===== src/rtl/cfa_pkg.sv =====
package cfa_pkg;

    localparam int ADDR_W = 16;
    localparam int BYTE_W = 8;

    typedef enum logic [2:0] {
        MD_SEQ    = 3'd0,
        MD_REL    = 3'd1,
        MD_ABS    = 3'd2,
        MD_LONG   = 3'd3,
        MD_IDX_DP = 3'd4,
        MD_IDX_PC = 3'd5,
        MD_RSV6   = 3'd6,
        MD_RSV7   = 3'd7
    } cfa_mode_e;

    typedef enum logic [1:0] {
        ST_IDLE = 2'd0,
        ST_REQ  = 2'd1,
        ST_RSP  = 2'd2
    } cfa_state_e;

endpackage


===== src/rtl/cfa_tgt_calc.sv =====
module cfa_tgt_calc
    import cfa_pkg::*;
#(
    parameter int AW     = ADDR_W,
    parameter int DW     = BYTE_W,
    parameter int PAGE_W = 11
) (
    input  logic [2:0]    mode,
    input  logic [AW-1:0] cur_pc,
    input  logic [AW-1:0] next_pc,
    input  logic [DW-1:0] acc,
    input  logic [AW-1:0] dptr,
    input  logic [DW-1:0] op1,
    input  logic [DW-1:0] op2,
    output logic [AW-1:0] branch_addr,
    output logic [AW-1:0] fetch_addr,
    output logic          is_idx
);

    localparam int EXT_W = AW - DW;
    localparam int OPH_W = PAGE_W - DW;

    logic [AW-1:0] rel_sum;
    logic [AW-1:0] abs_splice;
    logic [AW-1:0] long_join;
    logic [AW-1:0] idx_base;

    // signed offset applied to the jump's own address; wraps naturally
    assign rel_sum    = cur_pc + {{EXT_W{op1[DW-1]}}, op1};
    // page bits from the following instruction, low bits from the operand
    assign abs_splice = {next_pc[AW-1:PAGE_W], op1[OPH_W-1:0], op2};
    assign long_join  = {op1, op2};

    always_comb begin
        branch_addr = next_pc;
        idx_base    = dptr;
        is_idx      = 1'b0;
        unique case (cfa_mode_e'(mode))
            MD_REL:    branch_addr = rel_sum;
            MD_ABS:    branch_addr = abs_splice;
            MD_LONG:   branch_addr = long_join;
            MD_IDX_DP: begin
                idx_base = dptr;
                is_idx   = 1'b1;
            end
            MD_IDX_PC: begin
                idx_base = next_pc;
                is_idx   = 1'b1;
            end
            MD_SEQ, MD_RSV6, MD_RSV7: branch_addr = next_pc;
        endcase
    end

    // accumulator is an unsigned index
    assign fetch_addr = idx_base + {{EXT_W{1'b0}}, acc};

endmodule


===== src/rtl/cfa_idx_fsm.sv =====
module cfa_idx_fsm
    import cfa_pkg::*;
#(
    parameter int AW = ADDR_W,
    parameter int DW = BYTE_W
) (
    input  logic          clk,
    input  logic          rst_n,
    input  logic          start,
    input  logic          is_idx,
    input  logic [AW-1:0] fetch_addr,
    output logic          idle,
    output logic          mem_req_valid,
    input  logic          mem_req_ready,
    output logic [AW-1:0] mem_addr,
    input  logic          mem_rsp_valid,
    input  logic [DW-1:0] mem_rsp_data,
    output logic          mem_rsp_ready,
    output logic          acc_we,
    output logic [DW-1:0] acc_wdata
);

    cfa_state_e state_q, state_d;
    logic [AW-1:0] addr_q;
    logic          launch;

    assign launch = start && is_idx && (state_q == ST_IDLE);

    // state register
    always_ff @(posedge clk) begin
        if (!rst_n) state_q <= ST_IDLE;
        else        state_q <= state_d;
    end

    always_ff @(posedge clk) begin
        if (!rst_n)      addr_q <= '0;
        else if (launch) addr_q <= fetch_addr;
    end

    // transitions
    always_comb begin
        state_d = state_q;
        unique case (state_q)
            ST_IDLE: if (launch)        state_d = ST_REQ;
            ST_REQ:  if (mem_req_ready) state_d = ST_RSP;
            ST_RSP:  if (mem_rsp_valid) state_d = ST_IDLE;
            default:                    state_d = ST_IDLE;
        endcase
    end

    // outputs
    always_comb begin
        idle          = 1'b0;
        mem_req_valid = 1'b0;
        mem_rsp_ready = 1'b0;
        acc_we        = 1'b0;
        unique case (state_q)
            ST_IDLE: idle          = 1'b1;
            ST_REQ:  mem_req_valid = 1'b1;
            ST_RSP: begin
                mem_rsp_ready = 1'b1;
                acc_we        = mem_rsp_valid;
            end
            default: idle          = 1'b0;
        endcase
    end

    assign mem_addr  = addr_q;
    assign acc_wdata = mem_rsp_data;

    a_r9_req_hold: assert property (@(posedge clk) disable iff (!rst_n)
        mem_req_valid && !mem_req_ready |=> mem_req_valid && $stable(mem_addr));

    a_r9_req_from_start: assert property (@(posedge clk) disable iff (!rst_n)
        $rose(mem_req_valid) |-> $past(start));

    a_r10_wb_on_handshake: assert property (@(posedge clk) disable iff (!rst_n)
        acc_we |-> mem_rsp_valid && mem_rsp_ready);

    a_r10_back_to_idle: assert property (@(posedge clk) disable iff (!rst_n)
        acc_we |=> idle);

endmodule


===== src/rtl/cfa_addr_unit.sv =====
module cfa_addr_unit
    import cfa_pkg::*;
#(
    parameter int AW      = ADDR_W,
    parameter int DW      = BYTE_W,
    parameter int PAGE_W  = 11,
    parameter bit REG_OUT = 1'b1
) (
    input  logic          clk,
    input  logic          rst_n,
    input  logic          start,
    input  logic [2:0]    mode,
    input  logic [AW-1:0] cur_pc,
    input  logic [AW-1:0] next_pc,
    input  logic [DW-1:0] acc,
    input  logic [AW-1:0] dptr,
    input  logic [DW-1:0] op1,
    input  logic [DW-1:0] op2,
    output logic          tgt_valid,
    output logic [AW-1:0] tgt_addr,
    output logic          mem_req_valid,
    input  logic          mem_req_ready,
    output logic [AW-1:0] mem_addr,
    input  logic          mem_rsp_valid,
    input  logic [DW-1:0] mem_rsp_data,
    output logic          mem_rsp_ready,
    output logic          acc_we,
    output logic [DW-1:0] acc_wdata
);

    logic [AW-1:0] branch_addr;
    logic [AW-1:0] fetch_addr;
    logic          is_idx;
    logic          idle;
    logic          branch_fire;

    cfa_tgt_calc #(.AW(AW), .DW(DW), .PAGE_W(PAGE_W)) u_calc (
        .mode        (mode),
        .cur_pc      (cur_pc),
        .next_pc     (next_pc),
        .acc         (acc),
        .dptr        (dptr),
        .op1         (op1),
        .op2         (op2),
        .branch_addr (branch_addr),
        .fetch_addr  (fetch_addr),
        .is_idx      (is_idx)
    );

    cfa_idx_fsm #(.AW(AW), .DW(DW)) u_fsm (
        .clk           (clk),
        .rst_n         (rst_n),
        .start         (start),
        .is_idx        (is_idx),
        .fetch_addr    (fetch_addr),
        .idle          (idle),
        .mem_req_valid (mem_req_valid),
        .mem_req_ready (mem_req_ready),
        .mem_addr      (mem_addr),
        .mem_rsp_valid (mem_rsp_valid),
        .mem_rsp_data  (mem_rsp_data),
        .mem_rsp_ready (mem_rsp_ready),
        .acc_we        (acc_we),
        .acc_wdata     (acc_wdata)
    );

    assign branch_fire = start && idle && !is_idx;

    generate
        if (REG_OUT) begin : g_reg
            always_ff @(posedge clk) begin
                if (!rst_n) begin
                    tgt_valid <= 1'b0;
                    tgt_addr  <= '0;
                end else begin
                    tgt_valid <= branch_fire;
                    if (branch_fire) tgt_addr <= branch_addr;
                end
            end

            a_r8_valid_from_start: assert property (@(posedge clk) disable iff (!rst_n)
                tgt_valid |-> $past(start));
        end else begin : g_comb
            assign tgt_valid = branch_fire;
            assign tgt_addr  = branch_addr;
        end
    endgenerate

    a_r7_no_wb_with_branch: assert property (@(posedge clk) disable iff (!rst_n)
        !(tgt_valid && acc_we));

    a_r11_no_req_with_branch: assert property (@(posedge clk) disable iff (!rst_n)
        !(tgt_valid && mem_req_valid));

endmodule


===== config.mk =====
export PLATFORM = sky130hd
export DESIGN_NAME = cfa_addr_unit
export DESIGN_NICKNAME = d
export VERILOG_FILES = /design/src/rtl/cfa_pkg.sv /design/src/rtl/cfa_tgt_calc.sv /design/src/rtl/cfa_idx_fsm.sv /design/src/rtl/cfa_addr_unit.sv
export SDC_FILE = /design/constraint.sdc
export NUM_CORES = 1
export LEC_CHECK = 0
export BUFFER_PORTS_ARGS = -buffer_cell sky130_fd_sc_hd__buf_2
export CAP_MARGIN = 20
export CELL_PAD_IN_SITES_DETAIL_PLACEMENT = 0
export CELL_PAD_IN_SITES_GLOBAL_PLACEMENT = 1
export CORE_MARGIN = 10
export CORE_UTILIZATION = 36
export CTS_BUF_LIST = sky130_fd_sc_hd__clkbuf_4 sky130_fd_sc_hd__clkbuf_8
export CTS_CLUSTER_SIZE = 12
export DETAILED_ROUTE_END_ITERATION = 8
export PLACE_DENSITY_LB_ADDON = 0.1
export SLEW_MARGIN = 20
export SYNTH_ARGS = -nofsm -noshare
export SYNTH_HDL_FRONTEND = slang
export SYNTH_HIERARCHICAL = 1
export SYNTH_SLANG_ARGS = --single-unit
export TNS_END_PERCENT = 30

===== constraint.sdc =====
create_clock -name clk -period 3.8 [get_ports clk]
set_input_delay 0.19 -clock clk [delete_from_list [all_inputs] [get_ports clk]]
set_output_delay 0.19 -clock clk [all_outputs]
set_load 0.01 [all_outputs]

Word-level counts from Yosys, hierarchy flattened
Cells that the tools add are included.

Flip-flop bits (word level): 35. Input bits: 88. Output and inout port bits: 44. Logic and storage cells: 35.

$add $sub $neg: 2. Eq/ne operators: 10. Muxes and demuxes: 11. Reductions and logical operators: 8.

Operators with widths (count): one-hot mux 16 bit (3 select lines) (1); adder 16 bit (1); adder 16 x 8 -> 16 bit (1); two-way mux 16 bit (1); equality test 3 x 2 -> 1 bit (second input constant) (2); equality test 3 bit (second input constant) (2); two-way mux 2 bit (3); one-hot mux 2 bit (3 select lines) (1); two-way mux 1 bit (5); logical AND 1 bit (4); != test 2 bit (second input constant) (2); equality test 3 x 1 -> 1 bit (second input constant) (1); AND reduction 3 bit (1); equality test 2 x 1 -> 1 bit (second input constant) (1); equality test 2 bit (second input constant) (1); zero test 2 bit (1); != test 2 x 1 -> 1 bit (second input constant) (1); OR reduction 2 bit (1); zero test 1 bit (1).

Longest topological paths before layout
Gate-level depths: netlist of the first run.

Depth after elaboration: 7. Gate-level depth with buffers: 15. Depth with buffers taken out: 12.

Hierarchy
The synthesis of the first run kept the hierarchy.

By module, submodules not included: cfa_tgt_calc (times used 1, cells each 276, area each 1955.6 µm², seq. area each 0.0 µm²); cfa_idx_fsm (times used 1, cells each 90, area each 825.8 µm², seq. area each 360.3 µm²); cfa_addr_unit (times used 1, cells each 73, area each 686.9 µm², seq. area each 340.3 µm²).

Worst setup path before layout of the first run
OpenSTA, ideal clock, no wires.

Path type: input -> register. Start: in mode[0]. End: reg u_fsm.addr_q[10] (netlist: u_fsm/mem_addr[10]). Setup time: 0.119 ns. Arrival: 2.969 ns. Data required time: 3.681 ns. Slack: 0.711 ns. Stages: 15. Buffers on the path: 3. Path through: buf_2 -> nand3b_1 -> buf_2 -> buf_2 -> mux2_1 -> ha_1 -> fa_1 -> a211oi_1 -> o21ai_1 -> a31o_2 -> nand3b_1 -> xor2_1 -> mux2i_1 -> nand2_1 -> mux2i_1.

Elaborated cells between the ends (all ways): 8. Those cells by class: add/sub (1); eq/ne (2); mux (2); reduce/logical (3).

RTL lines: start: declaration (line cfa_addr_unit.sv:12) `input logic [2:0] mode,`; equality test 3 bit (line cfa_tgt_calc.sv:38) `unique case (cfa_mode_e'(mode))`; two-way mux 16 bit (line cfa_tgt_calc.sv:38); adder 16 x 8 -> 16 bit (line cfa_tgt_calc.sv:55) `assign fetch_addr = idx_base + {{EXT_W{1'b0}}, acc};`; named net fetch_addr[10] (line cfa_addr_unit.sv:32) `logic [AW-1:0] fetch_addr;`; end signal: assignment (line cfa_idx_fsm.sv:37) `else if (launch) addr_q <= fetch_addr;`; end: declaration (line cfa_idx_fsm.sv:24) `logic [AW-1:0] addr_q;`.

The timed path passes the listed nets, and every way through them passes these cells. A chain may end at the register's enable or synchronous reset.

Worst setup path in the final report of the first run
Start: in mode[2]. End: reg u_fsm.addr_q[13] (netlist: u_fsm/mem_addr[13]).

Same word-level chain as after synthesis.

==> results of run 1 <==
==> metrics by stage <==
stage                     cells  power, mW  util, %
after floorplan             439     0.7294        -
after global placement      657     0.8658    43.33
after detailed placement    657     0.8647    43.33
after CTS                   665      1.184    44.44
after global routing        665      1.249    44.47
final                       665      1.168    44.47
==> how the worst max path moves through the flow <==
stage / end / slack [ps] / start
2_1_floorplan: u_fsm/mem_addr[10] / 710 / mode[0]
3_3_place_gp: u_fsm/mem_addr[13] / 830 / mode[2]
3_5_place_dp: u_fsm/mem_addr[13] / 780 / mode[2]
4_1_cts: u_fsm/mem_addr[13] / 1070 / mode[2]
5_1_grt: u_fsm/mem_addr[13] / 840 / mode[2]
6_report: u_fsm/mem_addr[13] / 1050 / mode[2]
==> cell type report <==
class	count	area (µm²)
sequential	35	700.7
inverter	7	26.28
fill	981	5180
tap	129	161.4
clock buffer	8	103.9
timing repair buffer	118	600.6
multi-input combinational	368	2555
==> state kept, by name (all words and copies together) (netlist names) <==
name            count
tgt_addr           16
u_fsm/mem_addr     16
u_fsm/state_q       2
tgt_valid           1
==> cell families after synthesis <==
logic type / count (synthesis) / synth area share [%]
buf+inv: 36 / 6.385
xor+xnor: 27 / 6.818
fa+ha+maj: 26 / 9.813
flops: 35 / 20.20
mux: 51 / 15.26
simple gates: 163 / 21.75
compound gates: 101 / 19.77
==> synthesized netlist by cell type (3+ instances only) <==
library cell and instances:
mux2i_1 41, o211ai_1 4, ha_1 24, inv_1 5
nand3_1 7, buf_4 8, o221ai_1 3, buf_2 7
o21ai_0 14, o21ai_1 15, xnor2_1 13, a22oi_1 8
nor2_1 21, nand2_1 94, nand3b_1 5, nor3_1 8
nand2b_1 3, nor2b_1 4, a21oi_1 21, a21o_1 6
clkbuf_1 9, dfxtp_1 35, o21bai_1 4, nor3b_1 6
xor2_1 14, mux2_1 6, a211oi_1 4
==> worst reg2reg max path: stages (launching register included) <==
cell and delay [ps]:
dfxtp_1 370, nor2_1 110, and3b_1 800, mux2i_1 260
==> where the power goes <==
| part | total [mW] | internal [mW] | leakage [nW] | switching, mW |
|---|---|---|---|---|
| Sequential | 0.401 | 0.389 | 0.286 | 0.0111 |
| Combinational | 0.458 | 0.197 | 1.56 | 0.261 |
| Clock | 0.310 | 0.173 | 0.0549 | 0.137 |
| Total | 1.17 | 0.759 | 1.91 | 0.409 |
==> layer usage <==
metal | vias to the layer above | wire, µm | track usage [%]
met5 | - | 0 | 0
met2 | 116 | 4849 | 22.77
li1 | 1751 | - | -
met3 | 5 | 927 | 4.426
met1 | 1571 | 5435 | 21.34
met4 | 0 | 57 | 2.550
==> metrics, run 1 <==
run status finished clean; vias in the first global route 3365; ratio of final minimum period to clock period 72.35%; drc violations 0; setup repair bufs after CTS 0; Max VDD drop 0.0001272 V; Peak Freq 363.7 MHz; max cap viols 0; TritonRoute pass-1 iters 4; largest net degree at the start of global routing 68; post-DR wirelength/cell 16.95 µm; Longest Clk Path Bufs 2; Worst-Margin Slew 949.6 ps; cells after synthesis 439; clk root buf clkbuf_8; share of post-route cells with drive strength above 1 26.49%; post_cts resized 0; ys async rst share 0%; Detailed Place HPWL 9.306 mm; Antenna Cells 0; WP depth 13; clock latency on the worst-skew pair 280 ps; Seq/Total Area, Yosys 20.20%; die height 118.2 µm; Setup TNS 0 ps; most used cell, CP mux2i_1; first-pass GRT wire length 17.77 mm; CP max-delay cell mux2_1; NumNets Final 649; Tot GR Track Use 15.25%; DR vias/cell 5.177; CTS clk-pin slew, worst paths 70 ps; die width 118.2 µm; area growth from synthesis to layout 19.59%; synthesized area per cell 7.901 µm²; I/O Buffers 115; full die area 0.01396 mm²; sum of buffers and inverters on the critical path 2; Setup Skew 3.612 ps; # setup viols final 0; Worst R2R Path Depth 3; syn nets 553; arrival time worst endpoint 2970 ps; fin. max-slew vios 0; drt initial violations 192; hold_sp mem_req_ready; Finished Cell Area 0.004148 mm²; Hold Crit Class in -> reg; row cnt 35; slowest stage delay, CP 390 ps; post-synth top area cell dfxtp_1; Critical Path Sink Type flip-flop; drt total wl 11.27 mm; CP required 4020 ps; worst setup margin 1051 ps; pre-CTS WS 776.7 ps; I/O pin count 132; remaining antenna violation count 0; R2R setup slack 2180 ps; reg-to-reg critical path endpoint tgt_addr[15]; Power Dens Cells 281.7 mW/mm²; worst-path fanout max 17; CTS tree yes; synthesized area 0.003468 mm²; P_leak 1.905 nW; FF+latch count, synth 35; Setup crit start kind primary input; gr ovfl total 0; synth warn 6; synth unique cells 67; r2r startpoint u_fsm/state_q[1]; area share of the largest cell type after synthesis 20.20%; Post-Place Cell Area 0.004041 mm²; area of the core 0.009328 mm²; Period minus WS final 2749 ps; clk sinks 35; CTS buffer count 5; initial antenna violation count 0; crit path kind in -> reg; Rel. slew slack 36.69%; Cell Chain, Critical Path buf_2 > nand3b_1 > buf_4 > mux2_1 > ha_1 > a21oi_1 > o211ai_1 > a31oi_1 > and4bb_1 > xnor2_1 > mux2i_1 > nand2_1 > mux2i_1; Crit path max-delay family compound AO/OA/AOI/OAI gates; Post-synth top flop dfxtp_1; initial core utilization 37.18%; final hold slack 179.3 ps; number of vias in the routed layout 3443; RD Place Congestion 0.8343; most common cell after layout, fill and taps aside buf_2; H-Tree Depth 2; number of synthesized flops with an enable pin 0; commonest non-fill, non-tap cells in the layout buf_2, nand2_1, mux2i_1; Hold Fails Final Rpt 0; synth top area cells dfxtp_1, mux2i_1, nand2_1; hold endpoint u_fsm/state_q[1]; Worst Hold Depth 3; RSZ-0062 raised after global routing no; CTS Hold Bufs 0
Power figures use the tool's default switching activity.
==> inputs of run 2 (changes only) <==
--- a/config.mk
+++ b/config.mk
@@ -10,7 +10,7 @@
 export CELL_PAD_IN_SITES_DETAIL_PLACEMENT = 0
 export CELL_PAD_IN_SITES_GLOBAL_PLACEMENT = 1
 export CORE_MARGIN = 10
-export CORE_UTILIZATION = 36
+export CORE_UTILIZATION = 33
 export CTS_BUF_LIST = sky130_fd_sc_hd__clkbuf_4 sky130_fd_sc_hd__clkbuf_8
 export CTS_CLUSTER_SIZE = 12
 export DETAILED_ROUTE_END_ITERATION = 8
==> constraint.sdc (replaced) <==
create_clock -name clk -period 2.5 [get_ports clk]
set_input_delay 0.125 -clock clk [delete_from_list [all_inputs] [get_ports clk]]
set_output_delay 0.125 -clock clk [all_outputs]
set_load 0.01 [all_outputs]
==> metrics, run 2 (synthesized netlist as in run 1, its figures left out) <==
drt total wl 11.82 mm; Antenna Cells 0; fin. max-slew vios 0; run status finished clean; CTS Hold Bufs 0; I/O pin count 132; number of vias in the routed layout 3501; area of the core 0.01028 mm²; Setup TNS 0 ps; Power Dens Cells 408.9 mW/mm²; max cap viols 0; crit path kind in -> reg; Critical Path Sink Type flip-flop; pre-CTS WS -229.4 ps; RSZ-0062 raised after global routing yes; Reg area 700.7 µm²; Worst R2R Path Depth 3; Period minus WS final 2356 ps; commonest non-fill, non-tap cells in the layout buf_2, nand2_1, mux2i_1; largest net degree at the start of global routing 31; initial antenna violation count 0; ratio of final minimum period to clock period 94.25%; Worst Hold Depth 3; Crit path max-delay family compound AO/OA/AOI/OAI gates; sum of buffers and inverters on the critical path 2; WP depth 14; H-Tree Depth 2; Detailed Place HPWL 9.973 mm; slowest stage delay, CP 370 ps; fin util 42.61%; # setup viols final 0; drt initial violations 242; DR vias/cell 5.023; vias in the first global route 3573; Setup Skew 6.252 ps; post-DR wirelength/cell 16.96 µm; clock latency on the worst-skew pair 280 ps; worst-path fanout max 7; fillcell total 1122; RD Place Congestion 0.8705; Final Power 1.790 mW; post_cts resized 0; multi-input logic area 0.002597 mm²; gr ovfl total 0; CTS clk-pin slew, worst paths 80 ps; Rel. slew slack 61.13%; drc violations 0; clk sinks 35; Cell Chain, Critical Path buf_2 > nand3b_1 > buf_6 > mux2_4 > ha_4 > fa_2 > a211oi_2 > o21ai_1 > a31o_2 > nand3b_1 > xor2_1 > mux2i_1 > nand2_1 > mux2i_1; remaining antenna violation count 0; die width 122.5 µm; CP required 2660 ps; die height 122.5 µm; Hold Fails Final Rpt 0; first-pass GRT wire length 18.51 mm; initial core utilization 33.75%; CTS buffer count 5; Hold Crit Class in -> reg; final hold slack 118.2 ps; full die area 0.01501 mm²; area growth from synthesis to layout 26.26%; P_leak 2.030 nW; Max VDD drop 0.0002089 V; clk root buf clkbuf_8; Tot GR Track Use 15.33%; CP max-delay cell fa_2; Longest Clk Path Bufs 2; worst setup margin 143.7 ps; share of post-route cells with drive strength above 1 31.19%; arrival time worst endpoint 2520 ps; Setup crit start kind primary input; I/O Buffers 115; Peak Freq 424.4 MHz; NumNets Final 675; CTS tree yes; row cnt 37; Worst-Margin Slew 568.3 ps; most common cell after layout, fill and taps aside buf_2; TritonRoute pass-1 iters 4; setup repair bufs after CTS 0
[run 2: per-layer routing]
metal  wire length (µm)  up-vias  GRT usage (%)
met5                  0        -              0
met4                 33        0          1.767
met3                794        2          4.040
met2               5590       91          26.24
met1               5404     1608          19.45
li1                   -     1800              -
[run 2: area by class of cell]
cell class / count / area share, %
multi-input combinational: 368 / 59.31
timing repair buffer: 144 / 18.20
sequential: 35 / 16.00
tap: 136 / 3.886
clock buffer: 6 / 1.886
inverter: 7 / 0.6000
clock inverter: 1 / 0.1143
[run 2: tightest hold or removal path: stages]
cell	delay [ps]
buf_2	80
or3b_1	100
a21boi_1	60
[run 2: final timing paths]
kind | slack (ps) | end | from
max | 140 | u_fsm/mem_addr[10] | mode[1]
min | 120 | u_fsm/state_q[1] | mem_rsp_valid
max reg2reg | 1200 | u_fsm/mem_addr[6] | u_fsm/state_q[1]
min reg2reg | 450 | u_fsm/mem_addr[15] | u_fsm/mem_addr[15]
[run 2: through the flow]
step | std cells | instance area [µm²]
after floorplan | 439 | 3518
after CTS | 697 | 4357
after global placement | 690 | 4269
final | 697 | 4379
after detailed placement | 690 | 4269
after global routing | 697 | 4379
[run 2: report_power, final]
part | switching [mW] | leakage, nW | total, mW | internal (mW)
clock | 0.208 | 0.0470 | 0.424 | 0.216
sequential | 0.0176 | 0.286 | 0.609 | 0.592
combinational | 0.414 | 1.70 | 0.757 | 0.343
==> inputs of run 3 (changes only) <==
--- a/config.mk
+++ b/config.mk
@@ -5,12 +5,13 @@
 export SDC_FILE = /design/constraint.sdc
 export NUM_CORES = 1
 export LEC_CHECK = 0
+export ABC_AREA = 1
 export BUFFER_PORTS_ARGS = -buffer_cell sky130_fd_sc_hd__buf_2
 export CAP_MARGIN = 20
 export CELL_PAD_IN_SITES_DETAIL_PLACEMENT = 0
 export CELL_PAD_IN_SITES_GLOBAL_PLACEMENT = 1
 export CORE_MARGIN = 10
-export CORE_UTILIZATION = 33
+export CORE_UTILIZATION = 31
 export CTS_BUF_LIST = sky130_fd_sc_hd__clkbuf_4 sky130_fd_sc_hd__clkbuf_8
 export CTS_CLUSTER_SIZE = 12
 export DETAILED_ROUTE_END_ITERATION = 8
==> metrics, run 3 <==
run status finished clean; Hold Crit Class in -> reg; Met2 Wirelength 5.722 mm; CP required 2680 ps; post-DR wirelength/cell 15.36 µm; synth unique cells 41; number of vias in the routed layout 3978; die height 128.9 µm; Period minus WS final 2059 ps; Setup TNS 0 ps; Hold Fails Final Rpt 0; worst setup margin 441.5 ps; ys async rst share 0%; Setup Skew 6.755 ps; drt initial violations 237; setup repair bufs after CTS 0; synthesized area 0.003676 mm²; Critical Path Sink Type flip-flop; most common cell after layout, fill and taps aside nand2_1; Post-synth top flop dfxtp_1; vias in the first global route 3941; CP max-delay cell fa_1; area share of the largest cell type after synthesis 19.06%; area growth from synthesis to layout 17.97%; row cnt 39; Rel. slew slack 57.22%; Detailed Place HPWL 11.15 mm; clock latency on the worst-skew pair 290 ps; RD Place Congestion 0.8436; TritonRoute pass-1 iters 4; I/O Buffers 115; Max VDD drop 0.0001953 V; FF+latch count, synth 35; Post-Layout Cell Count 857; initial antenna violation count 0; post-synth top area cell dfxtp_1; synthesized area per cell 6.007 µm²; power share of the combinational group 41.6%; Sequential Power Share 34.5%; Worst-Margin Slew 636.3 ps; gr ovfl total 0; post_cts resized 0; most used cell, CP nand2_1; met3 WL 885 µm; P_leak 2.527 nW; Crit path max-delay family simple AND/OR/NAND/NOR gates; clk sinks 35; die width 128.9 µm; crit path kind in -> reg; Finished Cell Area 0.004337 mm²; share of post-route cells with drive strength above 1 22.83%; number of synthesized flops with an enable pin 0; H-Tree Depth 2; first-pass GRT wire length 20.87 mm; Tot GR Track Use 15.64%; CTS buffer count 5; initial core utilization 31.92%; Cell Chain, Critical Path buf_2 > inv_2 > nand3_4 > nand2_1 > o21ai_0 > ha_1 > fa_1 > nand3_1 > nand2_1 > nand4_1 > nand2_1 > nand2_2 > nor2_2 > nand2_1 > nand2_1 > inv_1 > nand3_1 > nand2_1 > nor2_1; # placed instances 849; pre-CTS WS 149.2 ps; I/O pin count 132; RSZ-0062 raised after global routing no; Post-Place Cell Area 0.004248 mm²; full die area 0.01661 mm²; cell with the most instances after synthesis nand2_1; Final Power 1.793 mW; worst-path fanout max 12; CTS clk-pin slew, worst paths 80 ps; cell internal pwr 1.084 mW; slowest stage delay, CP 410 ps; arrival time worst endpoint 2240 ps; sum of buffers and inverters on the critical path 3; top cells by count, synth nand2_1, inv_1, nor2_1; Clk pwr share 24.0%; Seq/Total Area, Yosys 19.06%; fin util 37.66%; drc violations 0; CTS tree yes; largest net degree at the start of global routing 35; synth warn 6; CTS Hold Bufs 0; cells after synthesis 612; NumNets Final 827; area of the core 0.01152 mm²; R2R setup slack 1270 ps; Top Layer Used met4; final hold slack 91.37 ps; remaining antenna violation count 0; Longest Clk Path Bufs 2; NetSw 0.7091 mW; max cap viols 0; DR vias/cell 4.642; # setup viols final 0; clk root buf clkbuf_8; fin. max-slew vios 0; Power Dens Cells 413.4 mW/mm²; Net Sw Frac 39.55%; M1 WL 6.445 mm; syn nets 726; synth top area cells dfxtp_1, nand2_1, inv_1; ratio of final minimum period to clock period 82.34%; commonest non-fill, non-tap cells in the layout nand2_1, buf_2, inv_1; Antenna Cells 0; drt total wl 13.16 mm; Peak Freq 485.8 MHz; Setup crit start kind primary input
-- run 3: cell count changes in the layout (fill, tap and decap cells not counted), moves of 7 or more --
cell,before,now
inv_1,5,100
nand2_1,93,176
nor2_1,21,75
nand3_1,6,50
mux2i_1,41,0
buf_4,28,5
a21oi_1,21,36
o21ai_1,16,1
xnor2_1,13,5
nand2_2,2,9
-- run 3: kinds of logic (layout without fill, tap and decap cells) --
| group | count (synthesis) | count (layout) | synth area share, % |
|---|---|---|---|
| AO/OA/AOI/OAI | 66 | 66 | 10.52 |
| XOR/XNOR | 13 | 13 | 3.097 |
| adder cells (fa/ha/maj) | 26 | 26 | 9.258 |
| buffers and inverters | 130 | 232 | 16.61 |
| flip-flops | 35 | 35 | 19.06 |
| multiplexers | 5 | 5 | 1.532 |
| AND/OR/NAND/NOR | 337 | 337 | 39.92 |
-- run 3: power groups by stage --
stage                     logic, mW  registers [mW]  clock network, mW
after floorplan               0.497           0.647                  0
after global placement        0.748           0.630                  0
after detailed placement      0.748           0.630                  0
after CTS                     0.753           0.618              0.443
after global routing          0.850           0.622              0.472
final                         0.745           0.618              0.430
-- run 3: layout make-up --
class	instances	area, µm²
Tap cell	143	178.9
Clock inverter	2	12.51
Multi-Input combinational cell	447	2365
Clock buffer	6	76.32
Sequential cell	35	700.7
Inverter	104	390.4
Fill cell	1355	7179
Timing Repair Buffer	120	613.1
-- run 3: path summary, 6_finish.rpt --
| check | cells past startpoint | start | endpoint |
|---|---|---|---|
| setup / recovery | 19 | mode[1] | u_fsm/mem_addr[14] |
| hold / removal | 3 | mem_req_ready | u_fsm/state_q[1] |
| setup reg to reg | 4 | u_fsm/state_q[1] | tgt_addr[6] |
| hold reg to reg | 2 | u_fsm/mem_addr[10] | u_fsm/mem_addr[10] |
-- run 3: metal layers --
layer / GRT usage (%) / up-vias
li1: - / 2096
met3: 4.107 / 14
met5: 0 / -
met2: 24.45 / 112
met1: 21.58 / 1756
met4: 2.007 / 0
-- run 3: tightest hold or removal path, cell delays in order --
cell and delay [ps]:
buf_2 100, nand2_1 50, a21oi_1 50
